<file path="config.mk">
export PLATFORM = sky130hd
export DESIGN_NAME = fbh_alloc
export DESIGN_NICKNAME = d
export VERILOG_FILES = /design/src/rtl/fbh_pkg.sv /design/src/rtl/fbh_stamp.sv /design/src/rtl/fbh_admit.sv /design/src/rtl/fbh_alloc.sv
export SDC_FILE = /design/constraint.sdc
export NUM_CORES = 2
export LEC_CHECK = 0
export BUFFER_PORTS_ARGS = -buffer_cell sky130_fd_sc_hd__buf_4
export CORE_ASPECT_RATIO = 1.75
export CORE_MARGIN = 2
export CORE_UTILIZATION = 35
export CTS_CLUSTER_DIAMETER = 100
export DETAILED_ROUTE_END_ITERATION = 7
export PLACE_DENSITY = 0.58
export SLEW_MARGIN = 25
export SYNTH_ARGS = -nofsm -noshare
export SYNTH_HDL_FRONTEND = slang
export SYNTH_SLANG_ARGS = --single-unit
</file>
<file path="constraint.sdc">
create_clock -name clk -period 7.8 [get_ports clk]
set_input_delay 0.78 -clock clk [delete_from_list [all_inputs] [get_ports clk]]
set_output_delay 0.78 -clock clk [all_outputs]
set_load 0.005 [all_outputs]
</file>
<file path="src/rtl/fbh_pkg.sv">
package fbh_pkg;

    typedef enum logic [1:0] {
        HS_FREE   = 2'd0,
        HS_HELD   = 2'd1,
        HS_QUEUED = 2'd2
    } hstate_e;

    // index width that stays at least one bit
    function automatic int idx_w(input int n);
        return (n > 1) ? $clog2(n) : 1;
    endfunction

endpackage

</file>
<file path="src/rtl/fbh_stamp.sv">
module fbh_stamp #(
    parameter int TS_W = 16
) (
    input  logic            clk,
    input  logic            rst_n,
    output logic [TS_W-1:0] now
);
    logic [TS_W-1:0] now_d, now_q;

    always_comb begin
        now_d = now_q + TS_W'(1);
    end

    always_ff @(posedge clk) begin
        if (!rst_n) now_q <= '0;
        else        now_q <= now_d;
    end

    assign now = now_q;
endmodule

</file>
<file path="src/rtl/fbh_admit.sv">
module fbh_admit #(
    parameter int NP     = 4,
    parameter int RSV    = 2,
    parameter int LIM    = 6,
    parameter int SHARED = 8,
    parameter int UW     = 3,
    parameter int PW     = 2
) (
    input  logic [NP-1:0][UW-1:0] used,
    input  logic [PW-1:0]         port,
    output logic                  ok
);
    localparam int SW = $clog2(NP * LIM + 1);

    logic [SW-1:0] over_sum;
    logic [UW-1:0] mine;

    always_comb begin
        over_sum = '0;
        for (int p = 0; p < NP; p++) begin
            if (int'(used[p]) > RSV)
                over_sum = over_sum + SW'(int'(used[p]) - RSV);
        end
        mine = used[port];
        ok   = (int'(mine) < LIM) &&
               ((int'(mine) < RSV) || (int'(over_sum) < SHARED));
    end
endmodule

</file>
<file path="src/rtl/fbh_alloc.sv">
module fbh_alloc
    import fbh_pkg::*;
#(
    parameter int NUM_HANDLES = 16,
    parameter int NUM_PORTS   = 4,
    parameter int NUM_CLASSES = 2,
    parameter int RESERVE     = 2,
    parameter int PORT_LIMIT  = 6,
    parameter int TS_W        = 16,
    parameter int DROP_W      = 16
) (
    input  logic                                clk,
    input  logic                                rst_n,
    input  logic                                age_en,
    input  logic [TS_W-1:0]                     age_limit,
    input  logic                                alloc_req,
    input  logic [idx_w(NUM_PORTS)-1:0]         alloc_port,
    output logic                                alloc_gnt,
    output logic [idx_w(NUM_HANDLES)-1:0]       alloc_handle,
    input  logic                                rel_req,
    input  logic [idx_w(NUM_HANDLES)-1:0]       rel_handle,
    input  logic                                link_req,
    input  logic [idx_w(NUM_HANDLES)-1:0]       link_handle,
    input  logic [idx_w(NUM_PORTS)-1:0]         link_port,
    input  logic [idx_w(NUM_CLASSES)-1:0]       link_cls,
    input  logic                                deq_req,
    input  logic [idx_w(NUM_PORTS)-1:0]         deq_port,
    input  logic [idx_w(NUM_CLASSES)-1:0]       deq_cls,
    output logic                                deq_vld,
    output logic [idx_w(NUM_HANDLES)-1:0]       deq_handle,
    output logic                                age_drop,
    output logic [idx_w(NUM_HANDLES)-1:0]       age_handle,
    output logic [$clog2(NUM_HANDLES+1)-1:0]    free_count,
    output logic [DROP_W-1:0]                   drop_cnt
);
    localparam int HW     = idx_w(NUM_HANDLES);
    localparam int PW     = idx_w(NUM_PORTS);
    localparam int KW     = idx_w(NUM_CLASSES);
    localparam int NQ     = NUM_PORTS * NUM_CLASSES;
    localparam int QW     = idx_w(NQ);
    localparam int CW     = $clog2(NUM_HANDLES + 1);
    localparam int UW     = $clog2(PORT_LIMIT + 1);
    localparam int SHARED = NUM_HANDLES - NUM_PORTS * RESERVE;

    typedef struct packed {
        logic [NUM_HANDLES-1:0][HW-1:0]   nxt;
        logic [NUM_HANDLES-1:0][1:0]      hst;
        logic [NUM_HANDLES-1:0][PW-1:0]   owner;
        logic [NUM_HANDLES-1:0][TS_W-1:0] ts;
        logic [HW-1:0]                    fhead;
        logic [HW-1:0]                    ftail;
        logic [CW-1:0]                    fcnt;
        logic [NUM_PORTS-1:0][UW-1:0]     used;
        logic [NQ-1:0][HW-1:0]            qhead;
        logic [NQ-1:0][HW-1:0]            qtail;
        logic [NQ-1:0][CW-1:0]            qcnt;
        logic [HW-1:0]                    scan;
        logic [DROP_W-1:0]                dcnt;
    } state_t;

    state_t s_d, s_q;

    logic [TS_W-1:0] now;
    logic            adm_ok;
    logic            rel_ok;
    logic            link_ok;
    logic            deq_ok;
    logic            push;
    logic [HW-1:0]   push_h;
    logic [TS_W-1:0] age_val;
    logic [QW-1:0]   lqi;
    logic [QW-1:0]   dqi;

    fbh_stamp #(.TS_W(TS_W)) u_stamp (
        .clk   (clk),
        .rst_n (rst_n),
        .now   (now)
    );

    fbh_admit #(
        .NP     (NUM_PORTS),
        .RSV    (RESERVE),
        .LIM    (PORT_LIMIT),
        .SHARED (SHARED),
        .UW     (UW),
        .PW     (PW)
    ) u_admit (
        .used (s_q.used),
        .port (alloc_port),
        .ok   (adm_ok)
    );

    always_comb begin
        s_d = s_q;

        lqi = QW'(int'(link_port) * NUM_CLASSES + int'(link_cls));
        dqi = QW'(int'(deq_port) * NUM_CLASSES + int'(deq_cls));

        alloc_gnt = alloc_req && adm_ok && (s_q.fcnt != '0);
        rel_ok    = rel_req && (s_q.hst[rel_handle] == HS_HELD);
        age_val   = now - s_q.ts[s_q.scan];
        age_drop  = age_en && !rel_req && !link_req &&
                    (s_q.hst[s_q.scan] == HS_HELD) && (age_val > age_limit);
        push      = rel_ok || age_drop;
        push_h    = rel_ok ? rel_handle : s_q.scan;
        link_ok   = link_req && (s_q.hst[link_handle] == HS_HELD) &&
                    !(rel_ok && (rel_handle == link_handle));
        deq_vld   = (s_q.qcnt[dqi] != '0);
        deq_ok    = deq_req && deq_vld;

        // transmit queue pop
        if (deq_ok) begin
            s_d.hst[s_q.qhead[dqi]] = HS_HELD;
            s_d.qhead[dqi]          = s_q.nxt[s_q.qhead[dqi]];
        end

        // transmit queue append
        if (link_ok) begin
            s_d.hst[link_handle] = HS_QUEUED;
            s_d.qtail[lqi]       = link_handle;
            if ((s_q.qcnt[lqi] == '0) ||
                (deq_ok && (dqi == lqi) && (s_q.qcnt[lqi] == CW'(1))))
                s_d.qhead[lqi] = link_handle;
            else
                s_d.nxt[s_q.qtail[lqi]] = link_handle;
        end

        for (int q = 0; q < NQ; q++) begin
            s_d.qcnt[q] = s_q.qcnt[q]
                        + CW'(link_ok && (lqi == QW'(q)))
                        - CW'(deq_ok && (dqi == QW'(q)));
        end

        // free list pop
        if (alloc_gnt) begin
            s_d.hst[s_q.fhead]   = HS_HELD;
            s_d.owner[s_q.fhead] = alloc_port;
            s_d.ts[s_q.fhead]    = now;
            s_d.fhead            = s_q.nxt[s_q.fhead];
        end

        // free list push
        if (push) begin
            s_d.hst[push_h] = HS_FREE;
            s_d.ftail       = push_h;
            if ((s_q.fcnt == '0) || (alloc_gnt && (s_q.fcnt == CW'(1))))
                s_d.fhead = push_h;
            else
                s_d.nxt[s_q.ftail] = push_h;
        end

        s_d.fcnt = s_q.fcnt + CW'(push) - CW'(alloc_gnt);

        for (int p = 0; p < NUM_PORTS; p++) begin
            s_d.used[p] = s_q.used[p]
                        + UW'(alloc_gnt && (alloc_port == PW'(p)))
                        - UW'(push && (s_q.owner[push_h] == PW'(p)));
        end

        // aging scan
        if (!rel_req && !link_req)
            s_d.scan = (int'(s_q.scan) == NUM_HANDLES - 1) ? '0 : s_q.scan + HW'(1);
        if (age_drop)
            s_d.dcnt = s_q.dcnt + DROP_W'(1);
    end

    always_ff @(posedge clk) begin
        if (!rst_n) begin
            s_q       <= '0;
            s_q.ftail <= HW'(NUM_HANDLES - 1);
            s_q.fcnt  <= CW'(NUM_HANDLES);
            for (int i = 0; i < NUM_HANDLES; i++)
                s_q.nxt[i] <= HW'(i + 1);
        end else begin
            s_q <= s_d;
        end
    end

    assign alloc_handle = s_q.fhead;
    assign deq_handle   = s_q.qhead[dqi];
    assign age_handle   = s_q.scan;
    assign free_count   = s_q.fcnt;
    assign drop_cnt     = s_q.dcnt;

endmodule

</file>
Word-level counts from Yosys, hierarchy flattened
Index checks and enable logic that the tools add are counted.

Register bits: 549. Input port bits: 39. Output and inout port bits: 36. Word-level logic and storage cells: 332.

Add/sub/neg operators: 39. Magnitude comparators: 27. Equal/unequal tests: 28. Multiplexer cells: 66. Bitwise logic cells: 11. Reduce and logical (&&, ||, !) cells: 63.

Operator list (count): $mux 324 (1); $bwmux 256 (1); $mux 64 (3); $mux 96 (2); $bwmux 32 (4); $bwmux 64 (2); $mux 32 (3); $bmux 16 s4 (1); $demux 16 s4 (1); $and 16x16->16 (3); $logic_and 1x1->1 (48); $not 16->16 (3); $or 16x16->16 (3); $add 5x1->5 (9); $sub 5x1->5 (9); $mux 4 (11); $lt 4x5->1 const B (8); $add 16x1->16 const B (2); $and 32x32->32 (1); $bmux 2 s4 (4); $bmux 4 s4 (2); $demux 2 s4 (4); $demux 4 s4 (2); $mux 16 (2); other kinds (39) (105).

Longest topological paths before layout
Depth after elaboration: 17. Mapped depth: 35. Mapped depth without buffers: 30.

Hierarchy
Synthesis repeated with hierarchy kept, for this count alone.

Cells, all modules: 3401. Area total of the unflattened synthesis: 29350.6 um^2.

Modules (own cells, without submodules): fbh_alloc (instances 1, cells an instance 3238, area an instance 27951.8 um^2, seq. area each 10670.2 um^2); fbh_stamp (instances 1, cells an instance 83, area an instance 724.4 um^2, seq. area each 320.3 um^2); fbh_admit (instances 1, cells an instance 80, area an instance 674.4 um^2, seq. area each 0.0 um^2).

Worst setup path before layout
Ideal clock, no wire load.

Path kind: flip-flop to flip-flop. Start: register s_q, in the netlist age_handle[0]. End: register s_q[126] (netlist name). Setup time: 115 ps. Data arrival time: 7192 ps. Required time: 7685 ps. Slack: 493 ps. Cell stages (with the launch flop): 33. Buffers on the path: 5. Period minus slack after synthesis: 7307 ps. Cell sequence: dfxtp_1 > buf_2 > buf_1 > buf_1 > mux4_2 > mux4_2 > inv_1 > ha_1 > nor2b_1 > o21ai_0 > a21boi_0 > o211ai_1 > nand2_1 > a2111oi_0 > or3_1 > a21oi_1 > nand3b_1 > ha_1 > and4_1 > and2_1 > nand2_1 > and4_1 > a21o_1 > clkbuf_1 > clkbuf_1 > o2111a_1 > ha_1 > inv_1 > ha_1 > inv_1 > fa_1 > xor2_1 > and2_1.

Cells in the longest elaborated chain, start to end: 8. Elaborated cells between the ends (all ways): 16. Those cells by class: add/sub: 2; order compare: 1; eq/ne: 1; mux: 7; reduce/logical: 5.

Ends and longest elaborated chain: start, declared (RTL line fbh_alloc.sv:61) `state_t s_d, s_q;`; $bmux 16 s4 or $bmux 2 s4 (tied branches) (RTL line fbh_alloc.sv:101, fbh_alloc.sv:103); $mux 16 (not written as such) or $mux 2 (tied branches) (RTL line fbh_alloc.sv:101, fbh_alloc.sv:103); $sub 16x16->16 or $eq 2x1->1 (tied branches) (RTL line fbh_alloc.sv:101, fbh_alloc.sv:103); $gt 16x16->1 or $logic_and 1x1->1 (tied branches) (RTL line fbh_alloc.sv:103, fbh_alloc.sv:102); $logic_and 1x1->1 (RTL line fbh_alloc.sv:103) `(s_q.hst[s_q.scan] == HS_HELD) && (age_val > age_limit);`; $logic_or 1x1->1 (RTL line fbh_alloc.sv:104) `push = rel_ok || age_drop;`; $logic_and 1x1->1 (*) (RTL line fbh_alloc.sv:157) `- UW'(push && (s_q.owner[push_h] == PW'(p)));`; $sub 3x1->3 (*) (RTL line fbh_alloc.sv:157).

Every way passes the cells marked *; elsewhere a longest branch is shown, timed or not. The select of a mux whose other input is x is not followed. A chain may end at the register's enable or synchronous reset.

Worst setup path in the final report
Start: register s_q, in the netlist age_handle[0]. End: output port age_drop.

Cells in the longest elaborated chain, start to end: 5. Elaborated cells between the ends (all ways): 9. Those cells by class: add/sub: 1; order compare: 1; eq/ne: 1; mux: 4; reduce/logical: 2.

Ends and longest elaborated chain: $bmux 16 s4 or $bmux 2 s4 (tied branches) (RTL line fbh_alloc.sv:101, fbh_alloc.sv:103); $mux 16 (not written as such) or $mux 2 (tied branches) (RTL line fbh_alloc.sv:101, fbh_alloc.sv:103); $sub 16x16->16 or $eq 2x1->1 (tied branches) (RTL line fbh_alloc.sv:101, fbh_alloc.sv:103); $gt 16x16->1 or $logic_and 1x1->1 (tied branches) (RTL line fbh_alloc.sv:103, fbh_alloc.sv:102); $logic_and 1x1->1 (*) (RTL line fbh_alloc.sv:103); end, declared (RTL line fbh_alloc.sv:31) `output logic age_drop,`.

Marked as above.

==> flow_summary_export.csv <==
group,metric,value,unit
run_status,outcome,"completed",
setup_path,start_kind,"register",
cts,tritoncts,"yes",
cts,cts-root-buf,"clkbuf_16",
timing,grt_setup_unrepaired,"false",
floorplan,ios,75,
cts,cts.sinks,549,
floorplan,die_x,229.4,µm
cts,post-cts-setup-buffer-count,0,
setup_path,cp_slowest_cell,"a2111oi_0",
timing,fin_crit_sh,91.96,%
pwr,pwr-share-comb,25.9,%
placed_design,dp_hpwl,57550,µm
setup_path,crit_chain,"mux4_2, mux4_2, inv_1, ha_1, nor2b_1, o21ai_0, a21boi_0, o211ai_1, nand2_1, a2111oi_0, or3_1, a21oi_1, nand3b_1, ha_1, and4_1, and2_1, nand2_1, and4_1, and2_1, buf_4",
timing,tns,0,ns
pwr,swShare,31.09,%
synthesis,synth_top_cell_by_area,"dfxtp_1",
finish,drive_above_1_share,15.32,%
timing,fin_crit,7.173,ns
synthesis,synth_cell_type_count,84,
synthesis,synth_seq_area_share,35.32,%
routing,viasPerCell,5.214,
cts,htreeDepth,2,
synthesis,synth_flop_cell,"dfxtp_1",
floorplan,die_h,398.5,µm
setup_path,critPathArrivalTime,6.39,ns
routing,drt-total-wl,85810,µm
setup_path,cp.required,7.02,ns
finish,layout.nets,3105,
cts,hold_buffers,0,
pwr,powerDensity,228.5,nW/µm²
floorplan,core,88100,µm²
routing,first_iter_violations,1109,
synthesis,synth_area,31120,µm²
placed_design,pre_cts_slack,0.6544,ns
timing,setup_viol,0,
pwr,power.leakage,13.42,nW
pwr,seq_power_share,39.1,%
setup_path,end_kind,"primary output",
placed_design,gp_congestion,0.8364,
finish,seq_area,11000,µm²
cts,clock_path_buffers,3,
timing,worst_slack,0.6273,ns
timing,clock_skew,0.04375,ns
routing,drc,0,
finish,n_fill_cell,8628,
floorplan,floorplan.initialDensity,35.32,%
floorplan,die-area,91400,µm²
routing,vias,21690,
pwr,p_sw,2.427,mW
setup_path,slowest_delay,0.75,ns
routing,ant_nets,0,
cts,path_clk_slew,0.06,ns
synthesis,synthCells,3037,
global_routing,grt_max_degree,183,
timing,maxSlewViolCount,0,
pwr,internal_power,5.379,mW
cts,clkLatencyLatePin,0.65,ns
synthesis,yosys_warnings,0,
finish,multi_input_area,18430,µm²
synthesis,synth_edf_count,0,
setup_path,criticalPathCategory,"reg -> out",
global_routing,grt_usage,18.67,%
setup_path,crit_family,"simple AND/OR/NAND/NOR gates",
global_routing,antenna_found_initial,6,
routing,routedWlPerCell,20.63,µm
finish,final_common_cell,"dfxtp_1",
pwr,peakVddDrop,194.7,µV
hold_path,hp-class,"reg -> reg",
synthesis,synth_top_area_share,35.32,%
synthesis,synth-seq-cells,549,
timing,relSlewSlack,29.66,%
setup_path,crit_fanout,21,
timing,fmax,0.1394,GHz
synthesis,syn_nets,3196,
setup_path,critPathBufInv,2,
flow_run,maxCapViolCount,0,
global_routing,grt_pass1_vias,22200,
synthesis,synth.area.top_cells,"dfxtp_1 (35%), mux2i_1 (15%), mux4_2 (10%)",
timing,tightest_slew,1.055,ns
synthesis,syn_avg_cell_area,10.25,µm²
global_routing,grt-ovfl-total,0,
global_routing,grt_pass1_wl,132300,µm
routing,firstDrtPassIters,5,
finish,area_growth_syn_to_layout,9.803,%
cts,post_cts_resized,0,
pwr,clkPwrFrac,35.0,%
timing,hold_viol,0,
placed_design,port_buffers,74,
synthesis,async_flop_share,0,%
cts,cts_buffers,55,
finish,layout_common_cells,"dfxtp_1 (545), mux2i_1 (450), nor2b_1 (361)",
floorplan,std_cell_rows,144,
==> synth_stat cells, types with 6 or more instances <==
library cell / number
nor3_2: 7
buf_4: 34
xor2_1: 13
nor2b_1: 361
nand2_1: 159
nor3_1: 31
inv_1: 152
o21ai_1: 6
or4_1: 12
a21o_1: 31
mux2_1: 31
and4_1: 8
nor2_1: 60
nand2b_1: 15
clkbuf_1: 146
mux4_2: 141
o32ai_1: 7
a32oi_1: 7
a21boi_0: 9
and2_1: 80
a211oi_1: 6
dfxtp_1: 549
xnor2_1: 76
or2_2: 10
inv_2: 6
nand4_1: 20
nand3_1: 27
and3_1: 12
fa_1: 16
buf_1: 28
mux2i_1: 452
o211a_1: 35
ha_1: 104
mux2_2: 30
o21ai_0: 86
or3_1: 10
nor3_4: 11
buf_2: 51
a21oi_1: 83
a2111oi_2: 8
o211ai_1: 23
nor3b_1: 7
==> power groups by stage <==
| stage | logic (mW) | clock network (mW) | registers, mW |
|---|---|---|---|
| floorplan | 1.55 | 0 | 3.06 |
| global placement | 2.01 | 0 | 3.12 |
| detailed placement | 2.03 | 0 | 3.12 |
| CTS | 2.04 | 2.81 | 3.06 |
| global route | 2.21 | 2.90 | 3.07 |
| finish | 2.02 | 2.73 | 3.06 |
==> worst min-delay path, cell delays in order, from the launching register on <==
cell and delay (ns):
dfxtp_1 0.31, o21ai_0 0.07, a211oi_1 0.07
==> layout make-up <==
cell class	count	share of cell area [%]
repair buffers	113	2.505
clock inverters	20	0.6518
well taps	1168	4.277
flip-flops and latches	549	32.19
diodes	2	0.01465
inverters	158	1.736
multi-input cells	2069	53.94
clock buffers	80	4.683
==> cell families (layout without fill, tap and decap cells) <==
logic type	Yosys count	after routing	share of synthesized area, %
adder cells (fa/ha/maj)	120	120	5.211
flip-flops	549	549	35.32
AO/OA/AOI/OAI	346	346	8.001
XOR/XNOR	89	89	2.505
AND/OR/NAND/NOR	856	856	16.04
multiplexers	658	658	27.21
other	0	2	0
buffers and inverters	419	371	5.717
==> per-stage QoR <==
step	std cells	hold slack [ns]	power (mW)	instance area, µm²	util, %
6_report	4159	0.4988	7.806	34170	38.78
5_1_grt	4157	0.5213	8.194	34160	38.78
4_1_cts	4157	0.4849	7.912	34160	38.78
3_5_place_dp	4057	0.4870	5.153	32340	36.71
3_3_place_gp	4057	0.4822	5.132	32340	36.70
2_1_floorplan	3037	0.4558	4.607	31120	-
==> routing by layer <==
metal	wire (µm)	global-route usage [%]
met1	32900	19.93
met2	45990	35.90
met5	51	0
met3	3046	2.700
met4	3828	8.372
==> final timing paths <==
check | from | end | slack [ns] | depth (start not counted)
worst min-delay path | s_q[462] | s_q[462] | 0.50 | 2
worst max-delay path | age_handle[0] | age_drop | 0.63 | 20
worst max register to register | age_handle[0] | free_count[4] | 0.68 | 30
worst min register to register | s_q[462] | s_q[462] | 0.50 | 2
No activity file was read; power rests on OpenSTA's default activity.
